File: src/rtl/acc_pkg.sv
package acc_pkg;
  typedef enum logic [2:0] {
    OP_NONE,
    OP_ARITH,
    OP_CMPL,
    OP_SETC,
    OP_INVC
  } op_kind_t;

  typedef struct packed {
    op_kind_t kind;
    logic     is_sub;
    logic     use_cy;
    logic     self_src;
  } dec_t;

  typedef struct packed {
    logic s;
    logic z;
    logic ac;
    logic p;
    logic cy;
  } flags_t;

  localparam logic [7:0] OPC_CMPL = 8'o057;
  localparam logic [7:0] OPC_SETC = 8'o067;
  localparam logic [7:0] OPC_INVC = 8'o077;
endpackage

File: src/rtl/acc_decode.sv
module acc_decode
  import acc_pkg::*;
(
  input  logic [7:0] opc,
  output dec_t       dec
);
  always_comb begin
    dec          = '0;
    dec.kind     = OP_NONE;
    if (opc[7:5] == 3'b100) begin
      dec.kind     = OP_ARITH;
      dec.is_sub   = opc[4];
      dec.use_cy   = opc[3];
      dec.self_src = (opc[2:0] == 3'd7);
    end else if (opc[7:6] == 2'b11 && !opc[5] && opc[2:0] == 3'd6) begin
      dec.kind   = OP_ARITH;
      dec.is_sub = opc[4];
      dec.use_cy = opc[3];
    end else begin
      case (opc)
        OPC_CMPL: dec.kind = OP_CMPL;
        OPC_SETC: dec.kind = OP_SETC;
        OPC_INVC: dec.kind = OP_INVC;
        default:  dec.kind = OP_NONE;
      endcase
    end
  end
endmodule

File: src/rtl/acc_addsub.sv
module acc_addsub #(
  parameter int W = 8
) (
  input  logic [W-1:0] a,
  input  logic [W-1:0] b,
  input  logic         cin,
  input  logic         is_sub,
  output logic [W-1:0] res,
  output logic         cy_out,
  output logic         ac_out
);
  localparam int H = W / 2;

  logic [W-1:0] bx;
  logic         ci;
  logic [W:0]   full;
  logic [H:0]   low;

  always_comb begin
    bx     = is_sub ? ~b : b;
    ci     = is_sub ? ~cin : cin;
    full   = {1'b0, a} + {1'b0, bx} + {{W{1'b0}}, ci};
    low    = {1'b0, a[H-1:0]} + {1'b0, bx[H-1:0]} + {{H{1'b0}}, ci};
    res    = full[W-1:0];
    cy_out = full[W] ^ is_sub;
    ac_out = low[H] ^ is_sub;
  end
endmodule

File: src/rtl/acc_flagcalc.sv
module acc_flagcalc
  import acc_pkg::*;
#(
  parameter int W = 8
) (
  input  logic [W-1:0] res,
  input  logic         cy,
  input  logic         ac,
  output flags_t       flg
);
  always_comb begin
    flg.s  = res[W-1];
    flg.z  = (res == '0);
    flg.ac = ac;
    flg.p  = ~^res;
    flg.cy = cy;
  end
endmodule

File: src/rtl/acc_arith_unit.sv
module acc_arith_unit
  import acc_pkg::*;
#(
  parameter int W = 8
) (
  input  logic         clk,
  input  logic         rst,
  input  logic         strobe,
  input  logic [7:0]   opcode,
  input  logic [W-1:0] operand,
  output logic [W-1:0] acc,
  output logic [7:0]   status
);
  dec_t         dec;
  flags_t       flg_q, flg_new;
  logic [W-1:0] acc_q, src, sum;
  logic         cy_n, ac_n;

  acc_decode u_dec (.opc(opcode), .dec(dec));

  assign src = dec.self_src ? acc_q : operand;

  acc_addsub #(.W(W)) u_alu (
    .a(acc_q), .b(src), .cin(dec.use_cy & flg_q.cy), .is_sub(dec.is_sub),
    .res(sum), .cy_out(cy_n), .ac_out(ac_n)
  );

  acc_flagcalc #(.W(W)) u_flg (
    .res(sum), .cy(cy_n), .ac(ac_n), .flg(flg_new)
  );

  always_ff @(posedge clk) begin
    if (rst) begin
      acc_q <= '0;
      flg_q <= '0;
    end else if (strobe) begin
      case (dec.kind)
        OP_ARITH: begin
          acc_q <= sum;
          flg_q <= flg_new;
        end
        OP_CMPL: acc_q    <= ~acc_q;
        OP_SETC: flg_q.cy <= 1'b1;
        OP_INVC: flg_q.cy <= ~flg_q.cy;
        default: ;
      endcase
    end
  end

  assign acc    = acc_q;
  assign status = {flg_q.s, flg_q.z, 1'b0, flg_q.ac, 1'b0, flg_q.p, 1'b1, flg_q.cy};
endmodule

File: config.mk
export PLATFORM = sky130hd
export DESIGN_NAME = acc_arith_unit
export DESIGN_NICKNAME = d
export VERILOG_FILES = /design/src/rtl/acc_pkg.sv /design/src/rtl/acc_decode.sv /design/src/rtl/acc_addsub.sv /design/src/rtl/acc_flagcalc.sv /design/src/rtl/acc_arith_unit.sv
export SDC_FILE = /design/constraint.sdc
export NUM_CORES = 1
export LEC_CHECK = 0
export ABC_AREA = 1
export CAP_MARGIN = 0
export CORE_MARGIN = 1.5
export CORE_UTILIZATION = 25
export CTS_CLUSTER_SIZE = 30
export DETAILED_ROUTE_END_ITERATION = 6
export GPL_TIMING_DRIVEN = 0
export PLACE_DENSITY = 0.57
export SYNTH_ARGS = -nofsm -noshare
export SYNTH_HDL_FRONTEND = slang
export SYNTH_SLANG_ARGS = --single-unit
File: constraint.sdc
create_clock -name clk -period 4.15 [get_ports clk]
set_input_delay 0.415 -clock clk [delete_from_list [all_inputs] [get_ports clk]]
set_output_delay 0.415 -clock clk [all_outputs]
set_load 0.01 [all_outputs]
Word level (Yosys, flattened, before mapping) --
Index checks and enable logic that the tools add are counted.
Storage, ports and cells: register bits after elaboration 13, logic and storage cells 48
Operators by class: equal/unequal tests 11, bitwise logic cells 7, $add $sub $neg 4, multiplexer cells 10, reduce and logical (&&, ||, !) cells 10
Operators with widths (number):
- $eq A8 B6 Y1 const B | 3
- $mux W8 | 2
- $not A8 Y8 | 2
- $pmux W8 S2 | 1
- $eq A3 B3 Y1 const B | 4
- $add A8 B8 Y9 | 1
- $add A9 B1 Y9 | 1
- $pmux W3 S3 | 1
- $logic_not A8 Y1 | 1
- $reduce_xnor A8 Y1 | 1
- $eq A3 B2 Y1 const B | 2
- $reduce_and A2 Y1 | 3
- $add A4 B4 Y5 | 1
- $add A5 B1 Y5 | 1
- $mux W5 | 1
- $eq A3 B1 Y1 const B | 1
- $mux W3 | 1
- $pmux W1 S3 | 1
- $reduce_bool A3 Y1 | 1
- $eq A2 B2 Y1 const B | 1
- $logic_and A1 B1 Y1 | 2
- $mux W1 | 2
- $mux W2 | 1
- $not A1 Y1 | 2
- 4 further kinds | 5

Depth between registers and ports, before layout --
Gate-level depths: netlist (run 1).
depth in word-level cells 11, mapped depth 24

Hierarchy --
From an unflattened synthesis (run 1), not the netlist that was laid out.
Unflattened totals: cells, all modules 290, area, all modules 1751.7 µm²
Modules (own cells, without submodules):
- acc_arith_unit | cells each 136, times used 1, area each 890.9 µm², seq. area each 260.2 µm²
- acc_addsub | cells each 81, times used 1, area each 496.7 µm², seq. area each 0.0 µm²
- acc_flagcalc | cells each 37, times used 1, area each 185.2 µm², seq. area each 0.0 µm²
- acc_decode | cells each 36, times used 1, area each 178.9 µm², seq. area each 0.0 µm²

Worst setup path before layout (run 1) --
OpenSTA, ideal clock, no wires.
path type input -> register, from input port opcode[7], to register flg_q, in the netlist status[2], buffers on the path 1, data arrival time 3.077 ns, path slack 0.958 ns, library setup time 0.116 ns, data required time 4.034 ns, stages on the path 23, cells stage by stage inv_1 nor2_4 nand3_4 nor2_8 buf_8 nand2_2 o21ai_2 xor2_1 fa_1 inv_1 fa_1 inv_1 nand3_1 nand2_1 nand2_1 nand3_1 nand2_1 ha_1 xnor2_1 xnor2_1 nand2_1 o21ai_0 nor2_1
On the way: word-level cells in the longest chain between the ends 10, elaborated cells on any way between the ends 23, classes of those cells add/sub (2); eq/ne (6); mux (8); bitwise (3); reduce/logical (4)
RTL lines:
- start, declared | line acc_arith_unit.sv:9 | input logic [7:0] opcode,
- parallel branches: the longest is 10 deep, another holds $add A8 B8 Y9
- end signal, assigned | line acc_arith_unit.sv:40 | flg_q <= flg_new;
- end, declared | line acc_arith_unit.sv:15 | flags_t flg_q, flg_new;
Several ways; the timed one is not identified. A chain may end at the register's enable or synchronous reset.

Worst setup path after layout (run 1) --
from input port opcode[5], to register flg_q, in the netlist status[2]
On the way: word-level cells in the longest chain between the ends 10, elaborated cells on any way between the ends 23, classes of those cells add/sub (2); eq/ne (5); mux (8); bitwise (3); reduce/logical (5)
RTL lines:
- parallel branches: the longest is 10 deep, another holds $add A8 B8 Y9
Several ways; the timed one is not identified.

==> results_dict.tcl, run 1 <==
set metrics [dict create \
    run_status "finished clean" \
    worstPathCellList "clkdlybuf4s50_1 -> nor2_4 -> nand3_4 -> nor2_8 -> buf_8 -> nand2_2 -> o21ai_2 -> xor2_1 -> fa_1 -> inv_1 -> fa_1 -> inv_1 -> nand3_1 -> nand2_2 -> nand2_1 -> nand3_1 -> nand2_1 -> ha_1 -> xnor2_1 -> xnor2_1 -> nand2_1 -> o21ai_0 -> nor2_1" \
    post-route-period-util 0.902 \
    die_w_um 81.0 \
    synth_enable_flop_cells 0 \
    tritoncts "yes" \
    crit_start "opcode[5]" \
    start_util 0.259 \
    synthCells 239 \
    synth_top_cell_by_area "dfxtp_1" \
    critPathMostFrequentCell "nand2_1" \
    drtIter0Drc 63 \
    path_max_fanout 10 \
    ys_async_sr_fraction 0 \
    placed_cell_area_mm2 0.00193 \
    drt_pass1_iterations 4 \
    grt_pass1_wl_mm 6.12 \
    grt.busiest_layer "met2" \
    hold_path_class "flip-flop to flip-flop" \
    ant_nets 0 \
    post_drt_wl_per_cell_um 10.1 \
    seq_area_frac_synth 0.171 \
    hpwl_mm 3.03 \
    pwr_density_cell_mw_per_mm2 219 \
    finalSetupTns_ns 0 \
    clk_latency_ns 0.25 \
    antenna_cells 0 \
    max_freq_mhz 267 \
    die-area_mm2 0.00657 \
    rows 28 \
    cts_setup_buffers 0 \
    met1_usage 0.146 \
    wl_mm 3.52 \
    slowest_stage "clkdlybuf4s50_1" \
    area_growth_pct 29.9 \
    synth-seq-cells 13 \
    gp_congestion 0.826 \
    crit_type "input pin to flip-flop" \
    antenna_found_initial 0 \
    min_from "status[2]$_SDFFE_PP0P_" \
    coreArea_mm2 0.00589 \
    final_cell_mix "nand2_1, inv_1, clkdlybuf4s50_1" \
    die_y_um 81.0 \
    route.detailed.drc 0 \
    critPathRequiredTime_ns 4.29 \
    clk_pin_slew_ns 0.06 \
    maxCapViolCount 0 \
    critPathCaptureType "flip-flop" \
    rsz0062_at_grt "no" \
    slowest_delay_ns 0.47 \
    final_area_mm2 0.00198 \
    yosys-top-cells-area "dfxtp_1, nand2_1, inv_1, ha_1, xor2_1" \
    cts_made_buffers 3 \
    viasPerCell 4.30 \
    grt_max_degree 11 \
    leakage_uw 0.000969 \
    n_fill_cell 650 \
    cts_root_buf "clkbuf_8" \
    synth_warnings 0 \
    num_io_pins 35 \
    final_common_cell "nand2_1" \
    slew_viol_final 0 \
    grt_pass1_vias 1452 \
    fin_skew_ns 0.000515 \
    drive_gt1_frac 0.105 \
    synth_top_area_share 0.171 \
    synth.avg_cell_area_um2 6.37 \
    startpoint_type "input pin" \
    grt_util_met3 0.0270 \
    overflow 0 \
    cts_num_sinks 13 \
    worstPathArrival_ns 3.88 \
    clk_path_buf_depth 2 \
    nNetsFinal 308 \
    vdd_ir_drop_max_uv 107 \
    route.vias.total 1504 \
    finalHoldViolations 0 \
    numPortBuffers 31 \
    synth_area_mm2 0.00152 \
    setup-violations-final 0 \
    r2r_start "acc[0]$_SDFFE_PP0P_" \
    grt_usage 0.118 \
    synth_cell_types 29 \
    synth_ff_type "dfxtp_1" \
    period_needed_ns 3.74 \
    grtUsageMet2 0.208 \
    cts_max_level 1 \
]
-- cell families after synthesis --
group           share of synthesized area
fa+ha+maj                           0.117
xor+xnor                           0.0748
buf+inv                             0.143
flops                               0.171
compound gates                      0.141
simple gates                        0.349
other cells                       0.00493
-- synth_stat cells, types with 3 or more instances --
cell,number
dfxtp_1,13
nand3_1,18
buf_6,3
o21ai_0,17
o21ai_2,5
xor2_1,11
inv_1,38
o21ai_1,3
ha_1,11
nand2_2,6
nand2_1,60
buf_4,3
a21oi_1,11
nor2_1,20
-- per-layer routing --
| layer | part of all wire | vias to the layer above |
|---|---|---|
| met5 | 0 | - |
| met4 | 0.017 | 0 |
| met3 | 0.041 | 6 |
| met2 | 0.47 | 30 |
| met1 | 0.47 | 653 |
| li1 | - | 815 |
-- sequential cells by signal (all words and copies together), names as in the netlist --
register / flops
acc: 8
status: 5
-- worst max-delay path: cells and delay by family --
kind	cells	cell delay, ns
and+or+nand+nor	11	1.11
AOI/OAI and AO/OA	2	0.13
buffers and inverters	4	0.77
adders and majority gates	3	0.89
xor gates and xnor gates	3	0.55
-- metrics by stage --
stage / util / total power, µW / hold slack, ns / worst slack, ns / std cells
after floorplan: - / 262 / 0.487 / 0.958 / 240
after global placement: 0.328 / 318 / 0.518 / 0.0877 / 346
after detailed placement: 0.328 / 320 / 0.523 / 0.0580 / 346
after CTS: 0.336 / 436 / 0.542 / 0.306 / 350
after global routing: 0.336 / 466 / 0.585 / 0.0274 / 350
final: 0.336 / 433 / 0.535 / 0.407 / 350
-- path summary, 6_finish.rpt --
path	endpoint	slack, ns	cells after the start
min	status[2]$_SDFFE_PP0P_	0.53	2
min reg2reg	status[2]$_SDFFE_PP0P_	0.53	2
max	status[2]$_SDFFE_PP0P_	0.41	23
max reg2reg	status[2]$_SDFFE_PP0P_	1.12	19
-- final cells by class --
cell class / instances / area [µm²] / area share
timing repair buffer: 31 / 310 / 0.157
buffer: 8 / 75.1 / 0.0380
clock buffer: 4 / 45.0 / 0.0228
tap: 75 / 93.8 / 0.0474
sequential: 13 / 260 / 0.132
multi-input combinational: 181 / 1050 / 0.531
inverter: 38 / 143 / 0.0721
-- what timing repair did --
item	4_1_cts	5_1_grt
hold buffers	0	0
setup endpoints to repair	0	1
resized for setup	0	1
-- power breakdown --
part / switching (µW) / internal, µW
combinational: 92.1 / 86.7
clock: 49.3 / 68.0
sequential: 6.56 / 130
total: 148 / 285
(Power assumes the default switching activity.)
==> inputs of run 2 (changes only) <==
Clock period 4.15 ns to 4.7 ns, I/O delays scaled along.
==> run 2 against run 1 <==
Power shrank 12%. Clock skew about the same. First-iteration DRC count grew 1.6%. Routed wire length decreased by 0.20%. Setup slack gained 0.44 ns. Flip-flop and latch count is the same. Cell count did not move. Critical path depth unchanged. Register-to-register slack gained 0.49 ns. Combinational power is 12% lower. Critical endpoint unchanged. Largest power group unchanged. Highest routed layer unchanged.
==> results_dict.tcl, run 2 (same netlist as run 1, synthesis figures left out) <==
set metrics [dict create \
    crit_type "input pin to flip-flop" \
    clk_pin_slew_ns 0.06 \
    slowest_stage "clkdlybuf4s50_1" \
    vdd_ir_drop_max_uv 94.2 \
    finalWorstSetupSlack_ns 0.844 \
    rsz0062_at_grt "no" \
    pwr_density_cell_mw_per_mm2 193 \
    drtIter0Drc 64 \
    clk_path_buf_depth 2 \
    pre_cts_slack_ns 0.553 \
    drt_pass1_iterations 4 \
    p_int_uw 251 \
    tritoncts "yes" \
    finalSetupTns_ns 0 \
    antenna_cells 0 \
    period_needed_ns 3.86 \
    nNetsFinal 308 \
    post-route-period-util 0.820 \
    start_util 0.259 \
    slew_viol_final 0 \
    route.vias.total 1502 \
    max_freq_mhz 259 \
    die-area_mm2 0.00657 \
    pwr-share-seq 0.316 \
    grt_usage 0.118 \
    coreArea_mm2 0.00589 \
    antenna_found_initial 0 \
    setup-violations-final 0 \
    worstPathArrival_ns 4.00 \
    run_status "finished clean" \
    wl_mm 3.51 \
    p_clk_frac 0.271 \
    num_io_pins 35 \
    startpoint_type "input pin" \
    holdBufCountCts 0 \
    largest_register_ffs 8 \
    clk_latency_ns 0.25 \
    die_y_um 81.0 \
    cts_setup_buffers 0 \
    viasPerCell 4.29 \
    grt_pass1_vias 1452 \
    area_growth_pct 29.7 \
    die_w_um 81.0 \
    cts_root_buf "clkbuf_8" \
    grt_pass1_wl_mm 6.12 \
    numPortBuffers 31 \
    cts_resized 0 \
    hold_path_class "flip-flop to flip-flop" \
    leakage_uw 0.000970 \
    cts_max_level 1 \
    final_common_cell "nand2_1" \
    grt_max_degree 11 \
    ant_nets 0 \
    critPathCaptureType "flip-flop" \
    cts_made_buffers 3 \
    cts_num_sinks 13 \
    post_drt_wl_per_cell_um 10.0 \
    maxCapViolCount 0 \
    slowest_delay_ns 0.47 \
    critPathMostFrequentCell "nand2_1" \
    hpwl_mm 3.03 \
    combinationalPowerShare 0.413 \
    swShare 0.341 \
    route.detailed.drc 0 \
    fin_skew_ns 0.000515 \
    worstPathCellList "clkdlybuf4s50_1 -> nor2_4 -> nand3_4 -> nor2_8 -> buf_8 -> nand2_2 -> o21ai_2 -> xor2_1 -> fa_1 -> inv_1 -> fa_1 -> inv_1 -> nand3_1 -> nand2_1 -> nand2_1 -> nand3_1 -> nand2_1 -> ha_1 -> xnor2_1 -> xnor2_1 -> nand2_1 -> o21ai_0 -> nor2_1" \
    power.switching_uw 130 \
    rows 28 \
    path_max_fanout 10 \
    overflow 0 \
    n_fill_cell 651 \
    final_cell_mix "nand2_1, inv_1, clkdlybuf4s50_1" \
    finalHoldViolations 0 \
    critPathRequiredTime_ns 4.84 \
    drive_gt1_frac 0.102 \
    gp_congestion 0.826 \
]
[run 2: metal layers]
| metal | up-vias | GRT usage | wire length, µm |
|---|---|---|---|
| met5 | - | 0 | 0 |
| met3 | 6 | 0.0270 | 146 |
| met4 | 0 | 0.0241 | 59 |
| met2 | 30 | 0.208 | 1650 |
| li1 | 815 | - | - |
| met1 | 651 | 0.146 | 1660 |
[run 2: critical path: cells and delay by family]
family                   cells  cell delay [ns]
AND/OR/NAND/NOR             11             1.18
adder cells (fa/ha/maj)      3             0.89
buffers and inverters        4             0.77
XOR/XNOR                     3             0.55
AO/OA/AOI/OAI                2             0.13
[run 2: final timing paths]
path	depth (start not counted)	slack, ns	endpoint	start
hold / removal	2	0.53	status[2]$_SDFFE_PP0P_	status[2]$_SDFFE_PP0P_
setup reg to reg	19	1.61	status[2]$_SDFFE_PP0P_	acc[0]$_SDFFE_PP0P_
setup / recovery	23	0.84	status[2]$_SDFFE_PP0P_	opcode[5]
hold reg to reg	2	0.53	status[2]$_SDFFE_PP0P_	status[2]$_SDFFE_PP0P_
[run 2: area by class of cell]
class,instances,area (µm²),area share
inverters,38,143,0.0722
repair buffers,31,310,0.157
multi-input cells,181,1050,0.531
flip-flops and latches,13,260,0.132
well taps,75,93.8,0.0475
clock buffers,4,45.0,0.0228
plain buffers,8,75.1,0.0380
[run 2: stage by stage]
step           cells  total power, µW  hold WS [ns]  instance area (µm²)  utilization
2_1_floorplan    240              232         0.542                 1530            -
3_3_place_gp     346              281         0.518                 1930        0.328
3_5_place_dp     346              282         0.523                 1930        0.328
4_1_cts          350              385         0.542                 1980        0.336
5_1_grt          350              411         0.585                 1980        0.336
6_report         350              382         0.535                 1980        0.336
[run 2: power groups by stage]
stage	clock network (µW)	registers [µW]	logic, µW
finish	104	121	158
global route	108	122	181
CTS	105	121	159
detailed placement	0	123	159
global placement	0	123	157
floorplan	0	124	108
